**src/rtl/eye_cal_pkg.sv**
```systemverilog
package eye_cal_pkg;

    localparam int SEED_LEN = 7;

    typedef enum logic [2:0] {
        ST_IDLE,
        ST_SETTLE,
        ST_SEED,
        ST_MEASURE,
        ST_CLASSIFY,
        ST_DECIDE,
        ST_DONE,
        ST_FAIL
    } cal_state_e;

endpackage

```
**src/rtl/eye_cal_prbs_chk.sv**
```systemverilog
module eye_cal_prbs_chk #(
    parameter int CW = 11
) (
    input  logic          clk,
    input  logic          rst_n,
    input  logic          clr,
    input  logic          shift_en,
    input  logic          cmp_en,
    input  logic          rx_bit,
    output logic [CW-1:0] err_cnt
);
    // hist[0] is the most recent bit; hist[k] arrived k+1 bit times ago
    logic [6:0] hist;
    logic       predicted;

    assign predicted = hist[5] ^ hist[6];

    always_ff @(posedge clk) begin
        if (!rst_n) begin
            hist <= '0;
        end else if (shift_en) begin
            hist <= {hist[5:0], rx_bit};
        end
    end

    always_ff @(posedge clk) begin
        if (!rst_n || clr) begin
            err_cnt <= '0;
        end else if (cmp_en && (rx_bit != predicted)) begin
            err_cnt <= err_cnt + CW'(1);
        end
    end
endmodule

```
**src/rtl/eye_cal_track.sv**
```systemverilog
module eye_cal_track #(
    parameter int TAP_W = 7
) (
    input  logic             clk,
    input  logic             rst_n,
    input  logic             clr,
    input  logic             upd,
    input  logic [TAP_W-1:0] tap,
    input  logic             is_edge,
    input  logic             is_clean,
    output logic             two_edges,
    output logic [TAP_W-1:0] e1_end,
    output logic [TAP_W-1:0] e2_start,
    output logic [TAP_W-1:0] best_start,
    output logic [TAP_W:0]   best_len
);
    localparam int LW = TAP_W + 1;

    logic [1:0]       n_regions;
    logic             prev_edge;
    logic [TAP_W-1:0] run_start;
    logic [LW-1:0]    run_len;
    logic [LW-1:0]    next_len;
    logic [TAP_W-1:0] next_start;

    assign two_edges  = (n_regions == 2'd2);
    assign next_len   = run_len + LW'(1);
    assign next_start = (run_len == '0) ? tap : run_start;

    always_ff @(posedge clk) begin
        if (!rst_n || clr) begin
            n_regions  <= '0;
            prev_edge  <= 1'b0;
            e1_end     <= '0;
            e2_start   <= '0;
            run_start  <= '0;
            run_len    <= '0;
            best_start <= '0;
            best_len   <= '0;
        end else if (upd) begin
            // edge-region bookkeeping: first region end, second region start
            if (is_edge) begin
                if (!prev_edge) begin
                    if (n_regions == 2'd0) begin
                        n_regions <= 2'd1;
                        e1_end    <= tap;
                    end else if (n_regions == 2'd1) begin
                        n_regions <= 2'd2;
                        e2_start  <= tap;
                    end
                end else if (n_regions == 2'd1) begin
                    e1_end <= tap;
                end
                prev_edge <= 1'b1;
            end else begin
                prev_edge <= 1'b0;
            end
            // widest clean run; strict compare keeps the lowest on ties
            if (is_clean) begin
                run_len   <= next_len;
                run_start <= next_start;
                if (next_len > best_len) begin
                    best_len   <= next_len;
                    best_start <= next_start;
                end
            end else begin
                run_len <= '0;
            end
        end
    end
endmodule

```
**src/rtl/eye_cal_pick.sv**
```systemverilog
module eye_cal_pick #(
    parameter int TAP_W = 7
) (
    input  logic             two_edges,
    input  logic [TAP_W-1:0] e1_end,
    input  logic [TAP_W-1:0] e2_start,
    input  logic [TAP_W-1:0] best_start,
    input  logic [TAP_W:0]   best_len,
    output logic             pick_fail,
    output logic [TAP_W-1:0] pick_tap
);
    logic [TAP_W:0]   edge_sum;
    logic [TAP_W:0]   half_len;
    logic [TAP_W-1:0] clean_mid;

    assign edge_sum  = {1'b0, e1_end} + {1'b0, e2_start};
    assign half_len  = (best_len - (TAP_W+1)'(1)) >> 1;
    assign clean_mid = best_start + half_len[TAP_W-1:0];
    assign pick_fail = (best_len == '0);

    always_comb begin
        if (pick_fail) begin
            pick_tap = '0;
        end else if (two_edges) begin
            pick_tap = edge_sum[TAP_W:1];
        end else begin
            pick_tap = clean_mid;
        end
    end
endmodule

```
**src/rtl/eye_cal_top.sv**
```systemverilog
module eye_cal_top
    import eye_cal_pkg::*;
#(
    parameter int TAP_W      = 7,
    parameter int SETTLE_LEN = 16,
    parameter int WINDOW_LEN = 1024,
    parameter int THR_W      = 11,
    parameter int DEF_THRESH = 64
) (
    input  logic             clk,
    input  logic             rst_n,
    input  logic             start_i,
    input  logic [THR_W-1:0] thresh_i,
    input  logic             rx_bit_i,
    output logic [TAP_W-1:0] tap_o,
    output logic             done_o,
    output logic             fail_o
);
    localparam int TAP_MAX = (1 << TAP_W) - 1;
    localparam int CW      = $clog2(WINDOW_LEN + 1);
    localparam int PH_MAX  = (WINDOW_LEN > SETTLE_LEN) ? WINDOW_LEN : SETTLE_LEN;
    localparam int PH_W    = $clog2(PH_MAX + SEED_LEN + 1);

    cal_state_e       state, state_nx;
    logic [PH_W-1:0]  phase;
    logic [CW-1:0]    err_cnt;
    logic [THR_W-1:0] eff_thr;
    logic             is_edge, is_clean;
    logic             two_edges, pick_fail;
    logic [TAP_W-1:0] e1_end, e2_start, best_start, pick_tap;
    logic [TAP_W:0]   best_len;
    logic             last_settle, last_seed, last_win, at_top;

    assign last_settle = (phase == PH_W'(SETTLE_LEN - 1));
    assign last_seed   = (phase == PH_W'(SEED_LEN - 1));
    assign last_win    = (phase == PH_W'(WINDOW_LEN - 1));
    assign at_top      = (tap_o == TAP_W'(TAP_MAX));

    assign eff_thr  = (thresh_i == '0) ? THR_W'(DEF_THRESH) : thresh_i;
    assign is_edge  = (32'(err_cnt) > 32'(eff_thr));
    assign is_clean = (err_cnt == '0);

    eye_cal_prbs_chk #(.CW(CW)) u_chk (
        .clk      (clk),
        .rst_n    (rst_n),
        .clr      (state == ST_SETTLE),
        .shift_en ((state == ST_SEED) || (state == ST_MEASURE)),
        .cmp_en   (state == ST_MEASURE),
        .rx_bit   (rx_bit_i),
        .err_cnt  (err_cnt)
    );

    eye_cal_track #(.TAP_W(TAP_W)) u_trk (
        .clk        (clk),
        .rst_n      (rst_n),
        .clr        (start_i),
        .upd        (state == ST_CLASSIFY),
        .tap        (tap_o),
        .is_edge    (is_edge),
        .is_clean   (is_clean),
        .two_edges  (two_edges),
        .e1_end     (e1_end),
        .e2_start   (e2_start),
        .best_start (best_start),
        .best_len   (best_len)
    );

    eye_cal_pick #(.TAP_W(TAP_W)) u_pick (
        .two_edges  (two_edges),
        .e1_end     (e1_end),
        .e2_start   (e2_start),
        .best_start (best_start),
        .best_len   (best_len),
        .pick_fail  (pick_fail),
        .pick_tap   (pick_tap)
    );

    // state register
    always_ff @(posedge clk) begin
        if (!rst_n) state <= ST_IDLE;
        else        state <= state_nx;
    end

    always_comb begin
        state_nx = state;
        if (start_i) begin
            state_nx = ST_SETTLE;
        end else begin
            unique case (state)
                ST_IDLE:     state_nx = ST_IDLE;
                ST_SETTLE:   if (last_settle) state_nx = ST_SEED;
                ST_SEED:     if (last_seed)   state_nx = ST_MEASURE;
                ST_MEASURE:  if (last_win)    state_nx = ST_CLASSIFY;
                ST_CLASSIFY: state_nx = at_top ? ST_DECIDE : ST_SETTLE;
                ST_DECIDE:   state_nx = pick_fail ? ST_FAIL : ST_DONE;
                ST_DONE:     state_nx = ST_DONE;
                ST_FAIL:     state_nx = ST_FAIL;
            endcase
        end
    end

    // dwell phase counter
    always_ff @(posedge clk) begin
        if (!rst_n || start_i || (state_nx != state)) begin
            phase <= '0;
        end else if ((state == ST_SETTLE) || (state == ST_SEED) || (state == ST_MEASURE)) begin
            phase <= phase + PH_W'(1);
        end
    end

    // outputs
    always_ff @(posedge clk) begin
        if (!rst_n || start_i) begin
            tap_o  <= '0;
            done_o <= 1'b0;
            fail_o <= 1'b0;
        end else begin
            unique case (state)
                ST_CLASSIFY: if (!at_top) tap_o <= tap_o + TAP_W'(1);
                ST_DECIDE: begin
                    tap_o  <= pick_tap;
                    done_o <= !pick_fail;
                    fail_o <= pick_fail;
                end
                default: ;
            endcase
        end
    end
endmodule

```
**config.mk**
```make
export PLATFORM = sky130hd
export DESIGN_NAME = eye_cal_top
export DESIGN_NICKNAME = d
export VERILOG_FILES = /design/src/rtl/eye_cal_pkg.sv /design/src/rtl/eye_cal_prbs_chk.sv /design/src/rtl/eye_cal_track.sv /design/src/rtl/eye_cal_pick.sv /design/src/rtl/eye_cal_top.sv
export SDC_FILE = /design/constraint.sdc
export NUM_CORES = 1
export LEC_CHECK = 0
export ABC_AREA = 0
export BUFFER_PORTS_ARGS = -buffer_cell sky130_fd_sc_hd__buf_2
export CORE_UTILIZATION = 30
export DETAILED_ROUTE_END_ITERATION = 7
export PLACE_DENSITY = 0.56
export SLEW_MARGIN = 10
export SYNTH_ARGS = -nofsm -noshare
export SYNTH_HDL_FRONTEND = slang
export SYNTH_SLANG_ARGS = --single-unit
```
**constraint.sdc**
```tcl
create_clock -name clk -period 6.4 [get_ports clk]
set_clock_uncertainty 0.1 [all_clocks]
set_input_delay 0.64 -clock clk [delete_from_list [all_inputs] [get_ports clk]]
set_output_delay 0.64 -clock clk [all_outputs]
set_load 0.03 [all_outputs]
```
==> results by group, run 1 <==
Outcome
  – Status: completed

Clock tree
  – Clock root buffer: clkbuf_16
  – Cts hold-fix bufs: 0
  – Max Buffers Root-to-Sink: 2
  – # resized after CTS: 0
  – Setup Fix Bufs, Post-CTS: 0
  – Worst-Skew Late Latency: between 0.3 and 0.4 ns
  – H-tree Lvls: 3
  – Worst-path clk slew: 0.06 ns
  – CTS tree: built
  – TritonCTS buffer count: 9
  – CTS sink count: 88

Placed design
  – Final GP Congestion: ~0.76
  – Dpl hpwl: ~8.4 mm
  – I/O Buffers: 23

Critical path
  – Arrival time of the worst setup path: ~3.3 ns
  – Crit-path max FO: 14
  – Reg-to-reg startpoint: state[2]
  – Crit path launch type: primary input
  – WP data required: 6.58 ns
  – Crit Path Class: in -> reg
  – Critical path startpoint: thresh_i[5]
  – Crit end category: flip-flop

STA
  – F_max: 0.3203 GHz
  – TNS Setup: 0 ns
  – Fin. Hold Viols: 0
  – RSZ-0062 raised after global routing: false
  – Slew @ Worst Pin: between 1 and 1.5 ns
  – Hold Slack: 0.3574 ns
  – Final setup viols: 0
  – Period utilization: around 50%
  – Slew Viols, Final: 0
  – Relative max-transition margin: ~21%
  – Tmin final: around 3.1 ns

Power and ir drop
  – Pint: 846.5 uW
  – PwrDens: slightly below 200 nW/um^2
  – Switching part of the total: roughly 23%
  – Max IR drop VDD: roughly 0.11 mV
  – Clock power frac: 47.0%
  – Logic pwr share: approximately 3.0%
  – Power share of the sequential group: ~50%
  – P_sw: 255.6 uW
  – Leakage: approximately 2.2 nW

Detailed routing
  – Final wirelength: roughly 12 mm
  – Routed WL per cell: 13.63 um
  – Drt pass-1 iters: 5
  – DRC viols: 0
  – DR vias/cell: approximately 5
  – Violation count after the first detailed-route iteration: roughly 290
  – Vias: about 4.3k
  – Routed Antenna Nets: 0

Final layout
  – Ant diodes: 0
  – Share of cells above drive strength 1: between 8 and 9%
  – Final core occ: between 30% and 40%
  – Final net count: between 600 and 700
  – Area growth syn-to-layout: 10.89%
  – Fillers: approximately 1.8k

Worst hold path
  – Hold path startpoint: u_trk.e2_start[6]
  – Hold WC Path Type: reg -> reg

Logic synthesis
  – Cell variety after synth: 59
  – Commonest cells in the synthesized netlist: 88 x dfxtp_1, 85 x nor2_1, 58 x nand2_1
  – Share of the yosys chip area belonging to registers: roughly 34%
  – Yosys top cell area share: 34.06%
  – Top cells by area, synth: dfxtp_1 34%, ha_1 9.7%, nor2_1 6.2%
  – Most numerous cell in the Yosys netlist: dfxtp_1
  – Mapped Avg Cell Area: about 8.3 sq um
  – Synthesized area: 5172 sq um
  – Most common flop cell mapped by yosys: dfxtp_1
  – Syn. warnings: 0
  – Yosys reg bits: a little under 90
  – FFs w/ async S/R, synth: 0%
  – Syn Inst Count: between 600 and 700
  – Post-synth EDFFs: 0
  – Cell accounting for the most synthesized area: dfxtp_1
  – Synthesized Nets: 683

Global routing
  – Largest net degree at the start of global routing: 44
  – Initial antenna violation count: 0
  – Total congestion overflow: 0
  – First-pass GRT wire length: about 20 mm
  – Total Routing Usage GR: 14.27%
  – Vias in the first global route: just over 4k

Die
  – Die Ht: between 100 and 150 um
  – Area of the core: ~17000 sq um
  – DIE AREA: ~18000 sq um
  – Die W: between 100 and 150 um
  – # rows: 47
  – Initial Util: between 30% and 40%
  – # IOs: 24

Run
  – Max cap viols: 0
-- power by group through the flow --
stage | combinational (mW) | clock (mW) | sequential [mW]
after floorplan | 0.0231 | 0 | 0.561
after global placement | 0.0342 | 0 | 0.563
after detailed placement | 0.0342 | 0 | 0.563
after CTS | 0.0342 | 0.536 | 0.550
after global routing | 0.0384 | 0.560 | 0.550
final | 0.0336 | 0.518 | 0.550
-- layout make-up --
cell class	count	area, sq um	area share (%)
repair buffers	26	137.6	2.400
flip-flops and latches	88	1762	30.72
inverters	32	120.1	2.094
clock inverters	5	41.29	0.7199
well taps	220	275.3	4.799
multi-input cells	476	3147	54.86
clock buffers	11	252.7	4.407
-- final timing paths --
check             depth (start not counted)                 to  slack, ns
hold reg to reg                           2  u_trk.e2_start[6]       0.36
setup / recovery                         10    u_trk.e1_end[6]       3.28
hold / removal                            2  u_trk.e2_start[6]       0.36
setup reg to reg                          6    u_trk.e1_end[6]       3.33
-- kinds of logic after synthesis --
family	share of synthesized area (%)
xor gates and xnor gates	7.233
and+or+nand+nor	22.96
adders and majority gates	10.45
AOI/OAI and AO/OA	16.67
DFF	34.06
muxes	3.483
buffers and inverters	5.152
-- stage by stage --
| step | power (mW) | cell area [sq um] | instances | setup WS [ns] |
|---|---|---|---|---|
| floorplan | 0.5846 | 5172 | 626 | 3.529 |
| global route | 1.148 | 5736 | 858 | 2.976 |
| detailed placement | 0.5970 | 5441 | 842 | 2.901 |
| global placement | 0.5971 | 5441 | 842 | 2.994 |
| CTS | 1.120 | 5736 | 858 | 3.269 |
| finish | 1.102 | 5736 | 858 | 3.278 |
-- layout by cell type (no fill, tap or decap), types with 3 or more instances in the layout --
cell and instances:
inv_1 32, nor2b_1 8, a22oi_1 7, o211ai_1 3
nand2b_1 6, a211oi_1 16, mux2i_1 18, and2_1 3
nor4_1 6, o31ai_1 8, xnor2_1 20, a21boi_0 7
a41oi_1 4, buf_4 3, nor3_1 8, clkbuf_16 9
nand3_1 34, o21ai_1 16, a21o_1 3, clkinv_4 3
xor2_1 20, and3_1 12, nor2_1 85, a221oi_1 3
buf_2 23, dfxtp_1 88, o21ai_0 15, a21oi_1 27
nand2_1 58, ha_1 40, nand4_1 12
-- state kept, by name, indices dropped and copies added, names as in the netlist, 8 cells and up --
register / cells
phase: 11
u_chk.err_cnt: 11
u_trk.best_len: 8
u_trk.run_len: 8
-- metal layers --
layer / vias up / global-route usage (%) / part of all wire, %
met4: 0 / 4.419 / 0.82
met2: 76 / 22.19 / 45
met5: - / 0 / 0
met1: 1964 / 19.11 / 50
met3: 7 / 3.919 / 4.2
li1: 2235 / - / -
-- critical path, cell delays in order --
cell	delay (ns)
buf_2	0.11
nor4_1	0.29
a41oi_1	0.17
ha_1	0.33
nand4_1	0.13
a211oi_1	0.27
a2111oi_2	0.12
nor4b_2	0.98
nand3_1	0.15
o21ai_1	0.12
Power figures use the tool's default switching activity.
==> inputs of run 2 (changes only) <==
Clock period 6.4 ns to 3.1 ns, I/O delays scaled along.
==> run 2 against run 1 <==
  * Utilization grew 0.66 points
  * Wire length about the same
  * Non-clock buffer count increased by 11
  * Worst hold slack lost 0.23 ns
  * Global-route usage shrank 0.50 points
  * Sequential cell count unchanged
  * Sequential share of layout area shrank 0.58 points
  * Largest cell class unchanged
  * Largest power group is now the clock network
==> results by group, run 2 (synthesis gave the netlist of run 1 again) <==
Global routing
  – Total Routing Usage GR: 13.77%
  – Vias in the first global route: just over 4k
  – Total congestion overflow: 0
  – Initial antenna violation count: 0
  – Largest net degree at the start of global routing: 30
  – First-pass GRT wire length: between 15 and 20 mm

Run
  – Max cap viols: 0

STA
  – TNS Setup: 0 ns
  – RSZ-0062 raised after global routing: false
  – Tmin final: about 2.7 ns
  – Hold Slack: between 0.1 and 0.15 ns
  – Period utilization: about 90%
  – Fin. Hold Viols: 0
  – Slew @ Worst Pin: 0.7478 ns
  – F_max: about 0.37 GHz
  – Final setup viols: 0
  – Relative max-transition margin: about half
  – Slew Viols, Final: 0

Power and ir drop
  – Total design power: 2.384 mW
  – Clock power frac: between 40% and 50%
  – Logic pwr share: 3.0%
  – Switching part of the total: 21.02%
  – Pint: roughly 1.9 mW
  – PwrDens: slightly above 400 nW/um^2
  – Max IR drop VDD: 0.2557 mV
  – P_sw: about 500 uW
  – Leakage: between 2 and 2.5 nW
  – Power share of the sequential group: 47.7%

Placed design
  – Dpl hpwl: around 8.7 mm
  – Placed Cells: 853
  – Final GP Congestion: a little under 0.8
  – I/O Buffers: 23

Critical path
  – Crit-path max FO: 29
  – Arrival time of the worst setup path: ~2.9 ns
  – WP data required: roughly 3.3 ns
  – Crit path cell chain: and3_1 -> nand3_1 -> nor2_1 -> xor2_1 -> ha_1 -> nand4_1 -> a21oi_1 -> o221a_2 -> nor2_1 -> a211oi_1
  – Crit Path Class: reg -> reg
  – Worst path buffer plus inverter count: 0
  – Slowest stage cell, crit path: o221a_2
  – Largest delay share family, worst path: compound AO/OA/AOI/OAI gates
  – Crit end category: flip-flop
  – Crit path launch type: flip-flop
  – Largest stage delay, worst path: ~0.59 ns
  – CP most frequent cell: nor2_1

Clock tree
  – H-tree Lvls: 3
  – CTS tree: built
  – TritonCTS buffer count: 9
  – Cts hold-fix bufs: 0
  – # resized after CTS: 0
  – CTS sink count: 88
  – Worst-path clk slew: ~0.06 ns
  – Max Buffers Root-to-Sink: 2
  – Setup Fix Bufs, Post-CTS: 0
  – Worst-Skew Late Latency: between 0.3 and 0.4 ns
  – Clock root buffer: clkbuf_16

Detailed routing
  – Routed Antenna Nets: 0
  – DRC viols: 0
  – Vias: around 4.4k
  – Final wirelength: 11.68 mm
  – DR vias/cell: 5.009
  – Routed WL per cell: ~13 um
  – Drt pass-1 iters: 4
  – Violation count after the first detailed-route iteration: between 300 and 400

Die
  – Die W: roughly 130 um
  – Area of the core: about 17000 sq um
  – # IOs: 24
  – Die Ht: 133.3 um
  – Initial Util: a little under a third
  – DIE AREA: 17770 sq um
  – # rows: between 40 and 50

Final layout
  – Top Registers: phase: 11 flops, u_chk.err_cnt: 11 flops
  – Commonest cells after routing, fill and taps aside: 88 x dfxtp_1, 85 x nor2_1, 58 x nand2_1, 40 x ha_1, 34 x nand3_1
  – Share of cells above drive strength 1: about a tenth
  – Final net count: 701
  – Commonest non-fill, non-tap cell in the layout: dfxtp_1
  – Post-route insts no fill: 869
  – Fillers: 1783
  – Ant diodes: 0
  – Area growth syn-to-layout: 13.01%

Worst hold path
  – Hold WC Path Type: in -> reg

Outcome
  – Status: completed
==> run 2: cell types whose count changed in the layout (fill, tap and decap cells not counted), sizes merged <==
cell	before	now
buf	26	37
bufinv	0	2
clkbuf	11	10
clkinvlp	2	1
==> run 2: path summary, 6_finish.rpt <==
path,start,to,slack (ns),depth (start not counted)
worst min register to register,u_trk.e1_end[6],u_trk.e1_end[6],0.35,2
worst min-delay path,rx_bit_i,u_chk.hist[0],0.13,3
worst max register to register,u_trk.run_len[0],u_trk.best_start[2],0.38,10
worst max-delay path,u_trk.run_len[0],u_trk.best_start[2],0.38,10
==> run 2: final cells by class <==
| class | count | area, sq um | area share (%) |
|---|---|---|---|
| Clock buffer | 10 | 239.0 | 4.088 |
| Clock inverter | 6 | 82.58 | 1.413 |
| Inverter | 32 | 120.1 | 2.055 |
| Multi-Input combinational cell | 476 | 3147 | 53.83 |
| Sequential cell | 88 | 1762 | 30.14 |
| Tap cell | 220 | 275.3 | 4.709 |
| Timing Repair Buffer | 37 | 220.2 | 3.767 |
==> run 2: power groups by stage <==
stage / Clock (mW) / Combinational (mW) / Sequential (mW)
CTS: 1.21 / 0.0727 / 1.14
global placement: 0 / 0.0726 / 1.16
detailed placement: 0 / 0.0723 / 1.16
finish: 1.18 / 0.0719 / 1.14
global route: 1.25 / 0.0806 / 1.14
floorplan: 0 / 0.0477 / 1.16
==> run 2: stage by stage <==
step | instance area, sq um | utilization, % | setup WS, ns
after detailed placement | 5524 | 33.08 | 0.3163
after global routing | 5846 | 35.00 | 0.05239
final | 5846 | 35.00 | 0.3822
after CTS | 5846 | 35.00 | 0.3716
after global placement | 5524 | 33.08 | 0.3629
after floorplan | 5172 | - | 0.5587
==> run 2: tightest hold or removal path: cells and delay by family <==
kind / cells / cell delay [ns]
AOI/OAI and AO/OA: 1 / 0.06
buffers and inverters: 1 / 0.11
and+or+nand+nor: 1 / 0.05
==> run 2: per-layer routing <==
metal,GRT usage (%),up-vias,routed length [um]
li1,-,2252,-
met1,18.79,2001,5925
met2,21.01,87,5046
met3,2.930,13,539
met4,5.619,0,173
met5,0,-,0
